<file path="src/rtl/mpt_pkg.sv">
package mpt_pkg;
    localparam int FRAME_BYTES = 16;
    localparam int HDR_BYTES   = 4;
    localparam int NUM_PKG     = 6;
    localparam logic [7:0] SYNC_HI     = 8'h80;
    localparam logic [2:0] CODE_CAL    = 3'd6;
    localparam logic [2:0] CODE_PFAIL  = 3'd7;
    localparam logic [2:0] BILL_FIRST  = 3'd3;
    localparam logic [2:0] BILL_SECOND = 3'd4;

    typedef enum logic [1:0] {PH_IDLE, PH_LEAD, PH_XFER} phase_e;
    typedef enum logic {CM_RUN, CM_CALWAIT} ctrl_mode_e;
endpackage

</file>
<file path="src/rtl/mpt_period_timer.sv">
module mpt_period_timer #(
    parameter int PERIOD = 109227,
    localparam int CW = $clog2(PERIOD)
) (
    input  logic clk,
    input  logic rst_n,
    input  logic restart,
    output logic boundary
);
    logic [CW-1:0] cnt_d, cnt_q;

    assign boundary = (cnt_q == CW'(PERIOD - 1));

    always_comb begin
        if (restart || boundary) cnt_d = '0;
        else                     cnt_d = cnt_q + 1'b1;
    end

    always_ff @(posedge clk or negedge rst_n) begin
        if (!rst_n) cnt_q <= '0;
        else        cnt_q <= cnt_d;
    end

    // a boundary is a single-cycle event
    a_r7_single_boundary: assert property (@(posedge clk) disable iff (!rst_n)
        boundary |=> !boundary);
endmodule

</file>
<file path="src/rtl/mpt_frame_engine.sv">
module mpt_frame_engine
    import mpt_pkg::*;
#(
    parameter int LEAD_CYC = 11,
    parameter int GAP_EVEN = 12,
    parameter int GAP_ODD  = 13,
    parameter int TAIL_CYC = 12,
    localparam int IDX_W  = $clog2(FRAME_BYTES),
    localparam int M1     = (LEAD_CYC > TAIL_CYC) ? LEAD_CYC : TAIL_CYC,
    localparam int M2     = (GAP_EVEN > GAP_ODD) ? GAP_EVEN : GAP_ODD,
    localparam int TMAX   = (M1 > M2) ? M1 : M2,
    localparam int TICK_W = $clog2(TMAX + 1)
) (
    input  logic             clk,
    input  logic             rst_n,
    input  logic             start,
    output logic             active,
    output logic             strobe,
    output logic             last_cycle,
    output logic [IDX_W-1:0] byte_idx
);
    typedef struct packed {
        phase_e            phase;
        logic [TICK_W-1:0] tick;
        logic [IDX_W-1:0]  idx;
    } eng_s;

    eng_s q, d;
    logic [TICK_W-1:0] limit;

    always_comb begin
        d          = q;
        last_cycle = 1'b0;
        if (q.idx == IDX_W'(FRAME_BYTES - 1)) limit = TICK_W'(TAIL_CYC - 1);
        else if (q.idx[0])                    limit = TICK_W'(GAP_ODD - 1);
        else                                  limit = TICK_W'(GAP_EVEN - 1);
        case (q.phase)
            PH_IDLE: begin
                if (start) begin
                    d.phase = PH_LEAD;
                    d.tick  = '0;
                    d.idx   = '0;
                end
            end
            PH_LEAD: begin
                if (q.tick == TICK_W'(LEAD_CYC - 1)) begin
                    d.phase = PH_XFER;
                    d.tick  = '0;
                    d.idx   = '0;
                end else begin
                    d.tick = q.tick + 1'b1;
                end
            end
            PH_XFER: begin
                if (q.tick == limit) begin
                    d.tick = '0;
                    if (q.idx == IDX_W'(FRAME_BYTES - 1)) begin
                        d.phase    = PH_IDLE;
                        last_cycle = 1'b1;
                    end else begin
                        d.idx = q.idx + 1'b1;
                    end
                end else begin
                    d.tick = q.tick + 1'b1;
                end
            end
            default: d.phase = PH_IDLE;
        endcase
    end

    always_ff @(posedge clk or negedge rst_n) begin
        if (!rst_n) q <= '{phase: PH_IDLE, tick: '0, idx: '0};
        else        q <= d;
    end

    assign active   = (q.phase != PH_IDLE);
    assign strobe   = (q.phase == PH_XFER) && (q.tick == '0);
    assign byte_idx = q.idx;

    // strobes never come in adjacent cycles
    a_r2_single_strobe: assert property (@(posedge clk) disable iff (!rst_n)
        strobe |=> !strobe);
    // a package opens with a lead-in, not with a byte
    a_r2_lead_first: assert property (@(posedge clk) disable iff (!rst_n)
        $rose(active) |-> !strobe ##1 active);
endmodule

</file>
<file path="src/rtl/mpt_seq_ctrl.sv">
module mpt_seq_ctrl
    import mpt_pkg::*;
(
    input  logic       clk,
    input  logic       rst_n,
    input  logic       boundary,
    input  logic       pfail,
    input  logic       cal_req,
    input  logic       cal_done,
    input  logic       eng_active,
    input  logic       eng_last,
    output logic       start,
    output logic       restart,
    output logic [2:0] code
);
    typedef struct packed {
        ctrl_mode_e mode;
        logic [2:0] code;
        logic [2:0] next_pkg;
        logic [1:0] chain;
        logic       cal_pend;
    } ctrl_s;

    ctrl_s q, d;

    always_comb begin
        d       = q;
        start   = 1'b0;
        restart = 1'b0;
        if (q.mode == CM_CALWAIT) begin
            if (cal_done) begin
                start      = 1'b1;
                restart    = 1'b1;
                d.mode     = CM_RUN;
                d.code     = 3'd0;
                d.next_pkg = 3'd1;
            end
        end else if (!eng_active) begin
            if (q.chain != 2'd0) begin
                start   = 1'b1;
                d.code  = (q.chain == 2'd2) ? BILL_FIRST : BILL_SECOND;
                d.chain = q.chain - 1'b1;
            end else if (boundary) begin
                start = 1'b1;
                if (pfail) begin
                    d.code     = CODE_PFAIL;
                    d.chain    = 2'd2;
                    d.next_pkg = 3'd0;
                end else if (cal_req) begin
                    d.code     = CODE_CAL;
                    d.cal_pend = 1'b1;
                end else begin
                    d.code     = q.next_pkg;
                    d.next_pkg = (q.next_pkg == 3'(NUM_PKG - 1)) ? 3'd0 : q.next_pkg + 1'b1;
                end
            end
        end
        if (eng_last && q.cal_pend) begin
            d.mode     = CM_CALWAIT;
            d.cal_pend = 1'b0;
        end
    end

    always_ff @(posedge clk or negedge rst_n) begin
        if (!rst_n) q <= '{mode: CM_RUN, code: 3'd0, next_pkg: 3'd0, chain: 2'd0, cal_pend: 1'b0};
        else        q <= d;
    end

    assign code = q.code;

    // nothing is sent while waiting for calibration
    a_r9_silent_wait: assert property (@(posedge clk) disable iff (!rst_n)
        (q.mode == CM_CALWAIT) |-> !eng_active);
    // power failure outranks the calibration request
    a_r10_pfail_first: assert property (@(posedge clk) disable iff (!rst_n)
        (q.mode == CM_RUN && !eng_active && q.chain == 2'd0 && boundary && pfail)
        |=> (q.code == CODE_PFAIL));
    // a billing package restarts after exactly one low cycle
    a_r8_chain_back: assert property (@(posedge clk) disable iff (!rst_n)
        (eng_last && q.chain != 2'd0) |-> ##2 eng_active);
endmodule

</file>
<file path="src/rtl/mpt_byte_mux.sv">
module mpt_byte_mux
    import mpt_pkg::*;
#(
    parameter int MODE_W = 3,
    localparam int IDX_W = $clog2(FRAME_BYTES),
    localparam int PAY_W = (FRAME_BYTES - HDR_BYTES) * 8
) (
    input  logic              valid,
    input  logic [IDX_W-1:0]  idx,
    input  logic [2:0]        code,
    input  logic [MODE_W-1:0] mode_pins,
    input  logic [7:0]        status,
    input  logic [PAY_W-1:0]  payload,
    output logic [7:0]        data
);
    logic no_payload;
    assign no_payload = (code == CODE_CAL) || (code == CODE_PFAIL);

    always_comb begin
        data = 8'h00;
        if (valid) begin
            case (idx)
                IDX_W'(0): data = SYNC_HI;
                IDX_W'(1): data = {5'b00000, code};
                IDX_W'(2): data = 8'(mode_pins);
                IDX_W'(3): data = status;
                default: begin
                    for (int k = HDR_BYTES; k < FRAME_BYTES; k++) begin
                        if (idx == IDX_W'(k) && !no_payload)
                            data = payload[(k - HDR_BYTES) * 8 +: 8];
                    end
                end
            endcase
        end
    end
endmodule

</file>
<file path="src/rtl/meter_pkg_tx.sv">
module meter_pkg_tx
    import mpt_pkg::*;
#(
    parameter int PERIOD = 109227,
    parameter int MODE_W = 3,
    localparam int PAY_W = (FRAME_BYTES - HDR_BYTES) * 8,
    localparam int IDX_W = $clog2(FRAME_BYTES)
) (
    input  logic              clk,
    input  logic              rst_n,
    input  logic              pfail_in,
    input  logic              cal_req_in,
    input  logic              cal_done_in,
    input  logic [MODE_W-1:0] mode_pins,
    input  logic [7:0]        status_bus,
    input  logic [PAY_W-1:0]  payload_in,
    output logic              data_ready,
    output logic              byte_strobe,
    output logic [7:0]        byte_data
);
    logic             boundary, restart, start;
    logic             eng_active, eng_last;
    logic [IDX_W-1:0] byte_idx;
    logic [2:0]       code;

    mpt_period_timer #(.PERIOD(PERIOD)) u_timer (
        .clk(clk), .rst_n(rst_n), .restart(restart), .boundary(boundary)
    );

    mpt_seq_ctrl u_ctrl (
        .clk(clk), .rst_n(rst_n), .boundary(boundary),
        .pfail(pfail_in), .cal_req(cal_req_in), .cal_done(cal_done_in),
        .eng_active(eng_active), .eng_last(eng_last),
        .start(start), .restart(restart), .code(code)
    );

    mpt_frame_engine u_engine (
        .clk(clk), .rst_n(rst_n), .start(start), .active(eng_active),
        .strobe(byte_strobe), .last_cycle(eng_last), .byte_idx(byte_idx)
    );

    mpt_byte_mux #(.MODE_W(MODE_W)) u_mux (
        .valid(byte_strobe), .idx(byte_idx), .code(code),
        .mode_pins(mode_pins), .status(status_bus),
        .payload(payload_in), .data(byte_data)
    );

    assign data_ready = eng_active;

    // the byte bus is quiet between strobes
    a_r6_quiet_bus: assert property (@(posedge clk) disable iff (!rst_n)
        !byte_strobe |-> (byte_data == 8'h00));
    // bytes only appear inside the data-ready window
    a_r2_strobe_in_ready: assert property (@(posedge clk) disable iff (!rst_n)
        byte_strobe |-> data_ready);
endmodule

</file>
<file path="config.mk">
export PLATFORM = sky130hd
export DESIGN_NAME = meter_pkg_tx
export DESIGN_NICKNAME = d
export VERILOG_FILES = /design/src/rtl/mpt_pkg.sv /design/src/rtl/mpt_period_timer.sv /design/src/rtl/mpt_frame_engine.sv /design/src/rtl/mpt_seq_ctrl.sv /design/src/rtl/mpt_byte_mux.sv /design/src/rtl/meter_pkg_tx.sv
export SDC_FILE = /design/constraint.sdc
export NUM_CORES = 1
export LEC_CHECK = 0
export ABC_AREA = 1
export CORE_MARGIN = 2
export CORE_UTILIZATION = 60
export CTS_BUF_LIST = sky130_fd_sc_hd__clkbuf_2 sky130_fd_sc_hd__clkbuf_4 sky130_fd_sc_hd__clkbuf_8
export DETAILED_ROUTE_END_ITERATION = 7
export DONT_BUFFER_PORTS = 1
export PLACE_DENSITY = 0.79
export SETUP_SLACK_MARGIN = 0.1
export SLEW_MARGIN = 20
export SYNTH_ARGS = -nofsm -noshare
export SYNTH_HDL_FRONTEND = slang
export SYNTH_SLANG_ARGS = --single-unit
export TNS_END_PERCENT = 1
</file>
<file path="constraint.sdc">
create_clock -name clk -period 2.13 [get_ports clk]
set_clock_uncertainty 0.1 [all_clocks]
set_input_delay 0.426 -clock clk [delete_from_list [all_inputs] [get_ports clk]]
set_output_delay 0.426 -clock clk [all_outputs]
set_load 0.02 [all_outputs]
</file>
### Word level (Yosys, flattened, before mapping)

Cells that the tools add are included.

* bits in registers: 37
* output and inout bits: 10
* word-level logic and storage cells: 146

* add/sub/neg operators: 5
* eq/ne operators: 37
* multiplexer cells: 57
* bitwise logic cells: 2
* reductions and logical operators: 36

Operators with widths (number)
* $mux W8: 13
* $eq A4 B4 Y1 const B: 9
* $pmux W8 S4: 1
* $mux W3: 8
* $pmux W8 S3: 1
* $mux W4: 5
* $mux W9: 2
* $add A17 B1 Y17 const B: 1
* $eq A17 B17 Y1 const B: 1
* $mux W17: 1
* $eq A4 B3 Y1 const B: 4
* $mux W1: 16
* $logic_and A1 B1 Y1: 14
* $ne A2 B2 Y1 const B: 7
* $reduce_bool A2 Y1: 7
* $mux W6: 2
* $mux W10: 1
* $mux W2: 5
* $ne A2 B1 Y1 const B: 5
* $reduce_and A5 Y1: 2
* $eq A3 B3 Y1 const B: 3
* $add A4 B1 Y4 const B: 2
* $eq A4 B2 Y1 const B: 2
* $logic_not A4 Y1: 2
* 18 further kinds: 23

### Longest topological paths before layout

Gate-level depths: netlist of run 1.

* depth after elaboration: 18
* gate-level depth with buffers: 17
* gate-level depth less buffers: 17

### Modules after synthesis

From an unflattened synthesis of run 1, not the netlist that was laid out.

* cell total of the unflattened synthesis: 549
* area total of the unflattened synthesis: 3482.1 um^2

Modules (own cells, without submodules)
* mpt_byte_mux: times used 1, cells an instance 248, area each 1131.1 um^2, sequential area each 0.0 um^2
* mpt_period_timer: times used 1, cells an instance 133, area each 987.2 um^2, sequential area each 425.4 um^2
* mpt_frame_engine: times used 1, cells an instance 90, area each 732.0 um^2, sequential area each 250.2 um^2
* mpt_seq_ctrl: times used 1, cells an instance 78, area each 631.9 um^2, sequential area each 250.2 um^2

### Worst setup path after synthesis of run 1

No wires, ideal clock.

* path kind: register to output
* start: register u_engine.q[8] in the netlist's numbering
* end: output port byte_data[0]
* arrival time: 2.042 ns
* required time: 1.604 ns
* setup slack: -0.438 ns
* cell stages (with the launch flop): 7
* buffers on the path: 0
* cells stage by stage: dfrtp_1 inv_1 ha_1 nand2_1 nor3_1 nand2_1 a21oi_1

* word-level cells in the longest chain between the ends: 3

Ends and longest elaborated chain
* start, declared: RTL line mpt_frame_engine.sv:28 `eng_s q, d;`
* start signal, assigned: RTL line mpt_frame_engine.sv:72 `if (!rst_n) q <= '{phase: PH_IDLE, tick: '0, idx: '0};`
* $eq A2 B2 Y1: RTL line mpt_frame_engine.sv:77 `assign strobe = (q.phase == PH_XFER) && (q.tick == '0);`
* $logic_and A1 B1 Y1: RTL line mpt_frame_engine.sv:77
* net byte_strobe: RTL line meter_pkg_tx.sv:18 `output logic byte_strobe,`
* $mux W8: RTL line mpt_byte_mux.sv:21 `if (valid) begin`
* end, declared: RTL line meter_pkg_tx.sv:19 `output logic [7:0] byte_data`

The timed path passes the listed nets, and every way through them passes these cells.

### Worst setup path in the final report of run 1

* start: register u_engine.q, in the netlist u_engine.byte_idx[0]
* end: output port byte_data[6]

* word-level cells in the longest chain between the ends: 16

Ends and longest elaborated chain
* $eq A4 B3 Y1: RTL line mpt_byte_mux.sv:29 `if (idx == IDX_W'(k) && !no_payload)`
* $logic_and A1 B1 Y1: RTL line mpt_byte_mux.sv:29
* $mux W8 (12 in series): RTL line mpt_byte_mux.sv:29
* $pmux W8 S4 (*): RTL line mpt_byte_mux.sv:22 `case (idx)`
* $mux W8 (*): RTL line mpt_byte_mux.sv:21

Every way passes the cells marked *; elsewhere a longest branch is shown, timed or not.

==> flow_metrics.py, run 1 <==
metrics = {
    "outcome": {
        "status": "complete, but fails checks",
        "failed_checks": "setup timing",
    },
    "timing": {
        "whs_ns": 0.1848,
        "layout_min_cycle_time_ns": 2.917,
        "worst_pin_slew_ns": 0.3616,
        "setup_violations": 19,
        "rsz0062_at_grt": "true",
        "drv_slew": 0,
        "worst_slack_ns": -0.7873,
        "slew_headroom_pct": 75.78,
        "finalHoldViolCount": 0,
        "finalCritPeriodShare_pct": 137.0,
        "fmax_mhz": 342.8,
    },
    "die": {
        "dieHeight_um": 80.03,
        "rows": 27,
        "fp.dieArea_sq_um": 6405,
        "num_io_pins": 122,
        "die_w_um": 80.03,
        "start_util_pct": 62.60,
        "core_area_sq_um": 5540,
    },
    "power_and_ir_drop": {
        "peakVddDrop_mv": 0.5648,
        "p_leak_nw": 2.010,
        "p_total_mw": 1.608,
        "powerDensity_nw_per_um2": 364.7,
    },
    "critical_path": {
        "cp.arrival_ns": 2.39,
        "reg2reg_to": "u_engine.q[9]",
        "worst-path-stages": 17,
        "crit_family": "simple AND/OR/NAND/NOR gates",
        "timing.rr.start": "u_engine.byte_idx[0]",
        "critPathMostFrequentCell": "nand2_1",
        "critPathBufInv": 2,
        "worst-setup-path-type": "register to output port",
        "r2r_setup_slack_ns": -0.23,
        "crit_path_max_incr_delay_ns": 0.45,
        "critPathRequiredTime_ns": 1.60,
        "reg2reg_depth": 15,
        "worstSetupStartpointType": "register",
        "endpoint_kind": "output port",
        "cp_slowest_cell": "dfrtp_2",
        "path_max_fanout": 4,
        "crit_chain": "inv_4 > ha_4 > nand2_4 > nor2_4 > buf_12 > nand3_2 > nand2_1 > nand3_1 > nand3_1 > nand2_1 > nand2_1 > nand3_1 > nand3_1 > nand2_1 > nand2_1 > nand2_2 > a21oi_4",
    },
    "synth": {
        "synth_nets": 664,
        "synthAdderAreaFrac_pct": 5.411,
        "synth_edf_count": 0,
        "yosys_warnings": 0,
        "postSynth.topFlopCell": "dfrtp_1",
        "synth-simple-area-share_pct": 43.36,
        "synth_compound_area_share_pct": 13.67,
        "synth_xor_area_share_pct": 0.7576,
        "synthCells": 537,
        "synthArstFlopShare_pct": 100.0,
        "synth-seq-area-share_pct": 26.70,
        "syn_avg_cell_area_sq_um": 6.459,
        "yosysUniqueCellTypes": 41,
        "netlist_area_sq_um": 3468,
        "yosys-mux-area-fraction_pct": 0.2886,
        "ys_seq_elements": 37,
        "synth_top_family_by_area": "simple AND/OR/NAND/NOR gates",
    },
    "clock_tree": {
        "clkLatencyLatePin_ns": 0.29,
        "numCtsBuffers": 5,
        "cts_buffer_depth": 2,
        "htreeDepth": 2,
        "clk_pin_slew_ns": 0.07,
        "cts_tree": "done",
        "clock-sinks": 37,
        "root_buffer": "clkbuf_8",
    },
    "routing": {
        "detail-route-antenna-nets": 0,
        "vias_per_cell": 5.639,
        "drtIter0Drc": 137,
        "vias": 3767,
        "wirelength_um": 9676,
        "drtPass1Iterations": 4,
        "route.detailed.drc": 0,
        "routedWlPerCell_um": 14.49,
    },
    "finish": {
        "layout.nets": 722,
        "multi_input_area_sq_um": 2491,
        "seq_area_sq_um": 927.1,
        "fin_cells": 668,
        "area_delta_synth_final_pct": 27.13,
        "fillers": 405,
        "final_layout_size_suffix_gt1_share_pct": 27.01,
        "final_common_cell": "nand2_1",
        "diodes": 0,
        "layout_common_cells": "nand2_1 (133), inv_1 (59), nor2_1 (48), buf_4 (48)",
    },
    "place": {
        "io_buffer_count": 0,
        "place_hpwl_um": 7169,
        "dp.cells": 642,
        "finalWeightedCongestion": 0.9646,
    },
    "global_route": {
        "grt_max_degree": 38,
        "antenna_found_initial": 0,
        "grt_pass1_vias": 3444,
        "grt_pass1_wl_um": 14680,
        "grtUsageTotal_pct": 28.42,
        "grt_overflow": 0,
    },
    "job": {
        "cap_violations": 0,
    },
    "worst_hold_path": {
        "min_from": "cal_done_in",
        "hold_path.class": "input pin to register",
        "hold_depth": 1,
        "whs_endpoint": "u_ctrl.q[9]",
    },
}
## timing repair
action / in CTS / in global routing
resized for setup: 14 / 22
hold endpoints to repair: 37 / 0
pin swaps: 14 / 28
endpoints found under the setup margin: 23 / 27
buffers inserted: 2 / 14
hold buffers: 2 / 0
## per-stage QoR
stage	area [sq um]	worst slack (ns)	setup TNS, ns	util, %
floorplan	3640	-0.1719	-1.283	-
global placement	3995	-0.3335	-2.371	72.11
detailed placement	3995	-0.3916	-3.468	72.11
CTS	4190	-0.6580	-5.985	75.63
global route	4409	-0.9206	-10.99	79.58
finish	4409	-0.7873	-7.416	79.58
## how the worst max path moves through the flow
stage,start,endpoint
floorplan,u_engine.byte_idx[1],byte_data[7]
global placement,u_engine.byte_idx[0],byte_data[7]
detailed placement,u_engine.byte_idx[0],byte_data[7]
CTS,u_engine.byte_idx[0],byte_data[6]
global route,u_engine.byte_idx[0],byte_data[6]
finish,u_engine.byte_idx[0],byte_data[6]
## sequential cells by signal, summed over array words and instances, names as in the netlist
register	cells
u_engine.q	6
u_ctrl.code	3
u_engine.byte_idx	4
u_timer.cnt_q	17
u_ctrl.q	7
## power by group
group          switching, mW  total, mW  internal (mW)
combinational          0.157      0.254         0.0977
sequential            0.0784      0.861          0.783
clock                  0.222      0.493          0.270
## layout make-up
| cell class | instances | share of cell area (%) |
|---|---|---|
| Multi-Input combinational cell | 421 | 56.50 |
| Inverter | 72 | 6.470 |
| Timing Repair Buffer | 58 | 11.89 |
| Clock buffer | 8 | 2.072 |
| Tap cell | 72 | 2.043 |
| Sequential cell | 37 | 21.03 |
## routing by layer
| metal | wire [um] | GRT usage (%) | vias up |
|---|---|---|---|
| met5 | 0 | 0 | - |
| met1 | 3584 | 29.93 | 1728 |
| met4 | 372 | 11.36 | 0 |
| li1 | - | - | 1861 |
| met2 | 5074 | 55.17 | 138 |
| met3 | 644 | 4.638 | 40 |
## cell families after synthesis
kind of cell | Yosys count
and+or+nand+nor | 312
AOI/OAI and AO/OA | 90
buffers and inverters | 79
DFF | 37
adders and majority gates | 15
xor gates and xnor gates | 3
muxes | 1
## cells in the mapped netlist, types with 3 or more instances
library cell | instances | share of area [%]
a21oi_1 | 47 | 6.8
buf_6 | 4 | 1.3
dfrtp_1 | 37 | 27
ha_1 | 15 | 5.4
inv_1 | 61 | 6.6
inv_2 | 6 | 0.65
nand2_1 | 145 | 16
nand2_2 | 6 | 1.1
nand2_4 | 3 | 0.97
nand3_1 | 56 | 8.1
nand4_1 | 7 | 1.3
nor2_1 | 49 | 5.3
nor2_2 | 11 | 2.0
nor2_4 | 7 | 2.3
nor3_1 | 10 | 1.4
nor3b_1 | 6 | 1.3
o21ai_0 | 25 | 3.6
o21ai_1 | 8 | 1.2
No activity file was read; power rests on OpenSTA's default activity.
==> inputs of run 2 (changes only) <==
--- a/config.mk
+++ b/config.mk
@@ -7,11 +7,13 @@
 export LEC_CHECK = 0
 export ABC_AREA = 1
 export CORE_MARGIN = 2
-export CORE_UTILIZATION = 60
+export CORE_UTILIZATION = 50
 export CTS_BUF_LIST = sky130_fd_sc_hd__clkbuf_2 sky130_fd_sc_hd__clkbuf_4 sky130_fd_sc_hd__clkbuf_8
 export DETAILED_ROUTE_END_ITERATION = 7
 export DONT_BUFFER_PORTS = 1
-export PLACE_DENSITY = 0.79
+export MAX_ROUTING_LAYER = met4
+export PLACE_DENSITY = 0.68
+export RECOVER_POWER = 50
 export SETUP_SLACK_MARGIN = 0.1
 export SLEW_MARGIN = 20
 export SYNTH_ARGS = -nofsm -noshare
==> run 2 against run 1 <==
Net effect: the run still ends with setup timing left; via count fell by 4.6%; sequential power fell by 0.5%; routed wire length fell by 10%; critical path type unchanged; largest power group unchanged.
==> flow_metrics.py, run 2 (synthesis results as in run 1) <==
metrics = {
    "finish": {
        "top_register": "u_timer.cnt_q",
        "area_delta_synth_final_pct": 22.37,
        "layout.nets": 711,
        "final_common_cell": "nand2_1",
        "fillers": 660,
        "diodes": 0,
        "layout_common_cells": "nand2_1 (139), inv_1 (57), nand3_1 (52)",
        "largest_register_ffs": 17,
        "final_layout_size_suffix_gt1_share_pct": 23.80,
        "stdcell_area_sq_um": 4244,
        "biggestRegsByFlops": "u_timer.cnt_q: 17 flops, u_ctrl.q: 7 flops, u_engine.q: 6 flops",
    },
    "clock_tree": {
        "htreeDepth": 2,
        "clock-sinks": 37,
        "cts_buffer_depth": 2,
        "clkLatencyLatePin_ns": 0.29,
        "root_buffer": "clkbuf_8",
        "clk_pin_slew_ns": 0.07,
        "cts_tree": "done",
        "numCtsBuffers": 5,
        "cts_setup_buffers": 0,
    },
    "critical_path": {
        "cp.arrival_ns": 2.25,
        "r2r_setup_slack_ns": -0.07,
        "critPathRequiredTime_ns": 1.60,
        "critPathMostFrequentCell": "nand2_1",
        "crit_path_max_incr_delay_ns": 0.46,
        "endpoint_kind": "output port",
        "worstSetupStartpointType": "register",
        "crit_chain": "inv_4 > ha_4 > nand2_4 > nor2_4 > nand3_1 > nand2_1 > nand2_1 > nand3_1 > nand2_1 > nand3_1 > o21ai_1 > nand2_1 > nand2_1 > nand3_1 > nand2_2 > a21oi_4",
        "worst-setup-path-type": "register to output port",
        "path_max_fanout": 8,
        "cp_slowest_cell": "dfrtp_2",
    },
    "routing": {
        "routedWlPerCell_um": 13.06,
        "route.detailed.drc": 0,
        "detail-route-antenna-nets": 0,
        "vias_per_cell": 5.410,
        "drtIter0Drc": 131,
        "wirelength_um": 8672,
        "vias": 3592,
        "drtPass1Iterations": 4,
    },
    "timing": {
        "worst_slack_ns": -0.6428,
        "rsz0062_at_grt": "true",
        "whs_ns": 0.1370,
        "slew_headroom_pct": 38.60,
        "finalHoldViolCount": 0,
        "layout_min_cycle_time_ns": 2.773,
        "finalCritPeriodShare_pct": 130.2,
        "setup_violations": 16,
        "worst_pin_slew_ns": 0.9210,
        "drv_slew": 0,
        "fmax_mhz": 360.6,
    },
    "global_route": {
        "antenna_found_initial": 0,
        "grt_pass1_wl_um": 13970,
        "grtUsageTotal_pct": 23.29,
        "grt_overflow": 0,
        "grt_max_degree": 38,
        "grt_pass1_vias": 3354,
    },
    "die": {
        "fp.dieArea_sq_um": 7619,
        "num_io_pins": 122,
        "dieHeight_um": 87.29,
        "start_util_pct": 51.33,
        "die_w_um": 87.29,
        "rows": 30,
        "core_area_sq_um": 6756,
    },
    "place": {
        "finalWeightedCongestion": 0.8850,
        "placed_area_sq_um": 4035,
        "place_hpwl_um": 7006,
        "io_buffer_count": 0,
    },
    "power_and_ir_drop": {
        "peakVddDrop_mv": 0.6556,
        "p_leak_nw": 1.889,
        "powerDensity_nw_per_um2": 376.6,
    },
    "outcome": {
        "failed_checks": "setup timing",
        "status": "complete, but fails checks",
    },
    "job": {
        "cap_violations": 0,
    },
    "worst_hold_path": {
        "hold_path.class": "input pin to register",
    },
}
-- run 2: cell types whose count changed in the layout (fill, tap and decap cells not counted), moves of 3 or more --
cell      change
nand3_1      +13
nand3_2      -13
buf_4         -8
nand2_1       +6
nand2_2       -6
buf_12        -4
a21oi_1       -3
a21oi_2       +3
clkbuf_4      -3
inv_2         +3
-- run 2: per-stage QoR --
step	setup TNS [ns]	util, %	instances	total power, mW	worst slack [ns]
2_1_floorplan	-1.283	-	537	1.044	-0.1719
3_3_place_gp	-3.292	59.72	654	1.079	-0.3589
3_5_place_dp	-3.990	59.72	654	1.092	-0.3770
4_1_cts	-5.719	62.06	663	1.617	-0.6662
5_1_grt	-8.951	62.81	664	1.685	-0.8366
6_report	-5.149	62.81	664	1.598	-0.6428
-- run 2: final cells by class --
type                    instances  area (sq um)  area share, %
clock buffers                   6         82.58          1.946
repair buffers                 46         377.9          8.903
inverters                      72         282.8          6.663
clock inverters                 1         7.507         0.1769
well taps                      80         100.1          2.358
flip-flops and latches         37         927.1          21.85
multi-input cells             422          2466          58.11
-- run 2: metal layers --
layer | track usage (%) | wire (um)
met1 | 25.72 | 3576
met2 | 42.91 | 4423
met3 | 3.318 | 525
met4 | 7.133 | 147
met5 | - | 0
-- run 2: what timing repair did --
item / in CTS / in global routing
hold endpoints to repair: 37 / 0
setup endpoints to repair: 24 / 30
gates cloned: 0 / 1
resized for setup: 11 / 14
pin swaps: 6 / 2
hold buffers: 2 / 0
-- run 2: path summary, 6_finish.rpt --
| check | start | end | cells after the start |
|---|---|---|---|
| worst min-delay path | cal_done_in | u_ctrl.q[9] | 1 |
| min in group asynchronous | rst_n | u_timer.cnt_q[10] | 2 |
| worst min register to register | u_timer.cnt_q[0] | u_timer.cnt_q[0] | 1 |
| worst max-delay path | u_engine.byte_idx[0] | byte_data[1] | 16 |
| worst max register to register | u_engine.byte_idx[1] | u_engine.byte_idx[3] | 17 |
| max in group asynchronous | rst_n | u_engine.byte_idx[0] | 2 |
-- run 2: critical path, delay by kind of cell, from the launching register on --
kind | cells | cell delay, ns
AO/OA/AOI/OAI | 2 | 0.26
buffers and inverters | 1 | 0.10
flip-flops | 1 | 0.46
adder cells (fa/ha/maj) | 1 | 0.15
AND/OR/NAND/NOR | 12 | 0.98
-- run 2: power by group --
| group | switching (mW) | leakage (nW) | internal (mW) |
|---|---|---|---|
| Clock | 0.244 | 0.0433 | 0.256 |
| Sequential | 0.0748 | 0.454 | 0.782 |
| Combinational | 0.147 | 1.39 | 0.0943 |
| Total | 0.466 | 1.89 | 1.13 |
==> inputs of run 3 (changes only) <==
--- a/config.mk
+++ b/config.mk
@@ -5,7 +5,6 @@
 export SDC_FILE = /design/constraint.sdc
 export NUM_CORES = 1
 export LEC_CHECK = 0
-export ABC_AREA = 1
 export CORE_MARGIN = 2
 export CORE_UTILIZATION = 50
 export CTS_BUF_LIST = sky130_fd_sc_hd__clkbuf_2 sky130_fd_sc_hd__clkbuf_4 sky130_fd_sc_hd__clkbuf_8
==> run 3 against run 2 <==
Net effect: via count decreased by 0.70%; the run still ends with setup timing left; largest power group unchanged; critical endpoint is now byte_data[6]; synthesized cell count shrank 19%; total power increased by 11%; first-iteration DRC count rose by 56%.
==> flow_metrics.py, run 3 <==
metrics = {
    "timing": {
        "fmax_mhz": 363.8,
        "tns_ns": -5.349,
        "drv_slew": 0,
        "worst_slack_ns": -0.6187,
        "finalCritPeriodShare_pct": 129.0,
        "finalHoldViolCount": 0,
        "worst_pin_slew_ns": 0.9198,
        "slew_headroom_pct": 38.68,
        "rsz0062_at_grt": "true",
        "layout_min_cycle_time_ns": 2.749,
        "setup_violations": 15,
    },
    "finish": {
        "diodes": 0,
        "fin_cells": 575,
        "top_register": "u_timer.cnt_q",
        "layout_common_cells": "buf_4 (71), nand2_1 (44), dfrtp_1 (35)",
        "stdcell_area_sq_um": 4471,
        "biggestRegsByFlops": "u_timer.cnt_q: 17 flops, u_ctrl.q: 7 flops, u_engine.q: 6 flops",
        "layout.nets": 621,
        "largest_register_ffs": 17,
        "final_layout_size_suffix_gt1_share_pct": 28.28,
        "final_common_cell": "buf_4",
        "area_delta_synth_final_pct": 29.93,
    },
    "place": {
        "placed_area_sq_um": 4110,
        "pre_cts_slack_ns": -0.3368,
        "io_buffer_count": 0,
        "dp.cells": 564,
        "place_hpwl_um": 7842,
        "finalWeightedCongestion": 0.9199,
    },
    "critical_path": {
        "crit_path_max_incr_delay_ns": 0.44,
        "path_max_fanout": 6,
        "critPathRequiredTime_ns": 1.60,
        "cp_slowest_cell": "dfrtp_2",
        "worst-setup-path-type": "register to output port",
        "endpoint_kind": "output port",
        "crit_family": "compound AO/OA/AOI/OAI gates",
        "critPathBufInv": 2,
        "cp.arrival_ns": 2.22,
        "worstSetupStartpointType": "register",
        "crit_chain": "buf_12 > ha_4 > nand3b_1 > a221o_1 > a21oi_2 > o221ai_2 > a221oi_2 > buf_4",
    },
    "routing": {
        "drtPass1Iterations": 5,
        "vias": 3567,
        "vias_per_cell": 6.203,
        "route.detailed.drc": 0,
        "detail-route-antenna-nets": 0,
        "routedWlPerCell_um": 17.61,
        "drtIter0Drc": 204,
        "wirelength_um": 10130,
    },
    "clock_tree": {
        "clkLatencyLatePin_ns": 0.29,
        "root_buffer": "clkbuf_8",
        "clock-sinks": 37,
        "numCtsBuffers": 5,
        "cts_buffer_depth": 2,
        "htreeDepth": 2,
        "cts_tree": "done",
        "clk_pin_slew_ns": 0.08,
    },
    "die": {
        "start_util_pct": 51.21,
        "rows": 30,
        "core_area_sq_um": 6719,
        "die_w_um": 86.96,
        "dieHeight_um": 86.96,
        "fp.dieArea_sq_um": 7561,
        "num_io_pins": 122,
    },
    "global_route": {
        "grt_max_degree": 38,
        "grt_pass1_vias": 3409,
        "grtUsageTotal_pct": 26.55,
        "grt_overflow": 0,
        "grt_pass1_wl_um": 15560,
        "antenna_found_initial": 0,
    },
    "worst_hold_path": {
        "hold_path.class": "input pin to register",
    },
    "synth": {
        "ys_top_cells_by_area": "dfrtp_1 (27%), ha_1 (5.5%), nand2_1 (4.9%)",
        "netlist_area_sq_um": 3441,
        "synth_commonest_cells": "nand2_1 (45), dfrtp_1 (37), inv_1 (35), nor2_1 (27), a21oi_1 (23)",
        "yosysTopAreaCellShare_pct": 26.91,
        "synth_edf_count": 0,
        "postSynth.topFlopCell": "dfrtp_1",
        "yosys_warnings": 0,
        "syn_avg_cell_area_sq_um": 7.928,
        "synth-seq-area-share_pct": 26.91,
        "ys_seq_elements": 37,
        "synth_top_area_cell": "dfrtp_1",
        "post-synth-top-count-cell": "nand2_1",
        "synthArstFlopShare_pct": 100.0,
        "yosysUniqueCellTypes": 63,
        "synth_nets": 561,
        "synthCells": 434,
    },
    "outcome": {
        "status": "complete, but fails checks",
        "failed_checks": "setup timing",
    },
    "job": {
        "cap_violations": 0,
    },
    "power_and_ir_drop": {
        "powerDensity_nw_per_um2": 396.2,
        "p_leak_nw": 1.935,
        "p_total_mw": 1.771,
        "peakVddDrop_mv": 0.5308,
    },
}
==> run 3: repair_timing <==
action / in CTS / in global routing
pin swaps: 15 / 8
hold buffers: 2 / 0
setup buffers: 1 / 0
hold endpoints to repair: 37 / 0
endpoints found under the setup margin: 22 / 32
resized for setup: 23 / 21
==> run 3: stage by stage <==
stage          hold slack [ns]  utilization (%)
2_1_floorplan          0.03041                -
4_1_cts                 0.1320            65.34
5_1_grt                 0.1292            66.54
3_5_place_dp           0.03135            61.17
3_3_place_gp           0.03148            61.17
6_report                0.1383            66.54
==> run 3: final cells by class <==
class,instances,area [sq um]
clock buffer,7,90.09
clock inverter,1,30.03
fill,570,2248
inverter,36,135.1
multi-input combinational,335,2527
sequential,37,928.4
tap,80,100.1
timing repair buffer,79,659.4
==> run 3: cell families after synthesis <==
kind of cell,share of synthesized area [%]
and+or+nand+nor,26.69
xor gates and xnor gates,3.564
muxes,1.382
buffers and inverters,7.309
DFF,26.91
adders and majority gates,5.455
AOI/OAI and AO/OA,28.69
==> run 3: layer usage <==
layer,track usage (%),wire length (um),up-vias,share of wire [%]
met2,47.05,5187,125,51
met1,29.61,4028,1670,40
met4,11.22,361,0,3.6
li1,-,-,1743,-
met3,3.886,550,29,5.4
met5,-,0,-,0
==> run 3: path summary, 6_finish.rpt <==
path                                      start                   end  slack [ns]  depth (start not counted)
hold reg to reg                  u_ctrl.code[0]        u_ctrl.code[0]        0.39                          2
setup reg to reg           u_engine.byte_idx[1]         u_engine.q[8]       -0.25                          7
min in group asynchronous                 rst_n      u_timer.cnt_q[5]        0.70                          2
hold / removal                      cal_done_in           u_ctrl.q[9]        0.14                          1
setup / recovery           u_engine.byte_idx[0]          byte_data[6]       -0.62                          8
max in group asynchronous                 rst_n  u_engine.byte_idx[1]        0.62                          2
==> run 3: where the power goes <==
group          switching [mW]  leakage (nW)  internal (mW)
registers              0.0514         0.463          0.767
logic                   0.139          1.41          0.165
clock network           0.254        0.0619          0.395
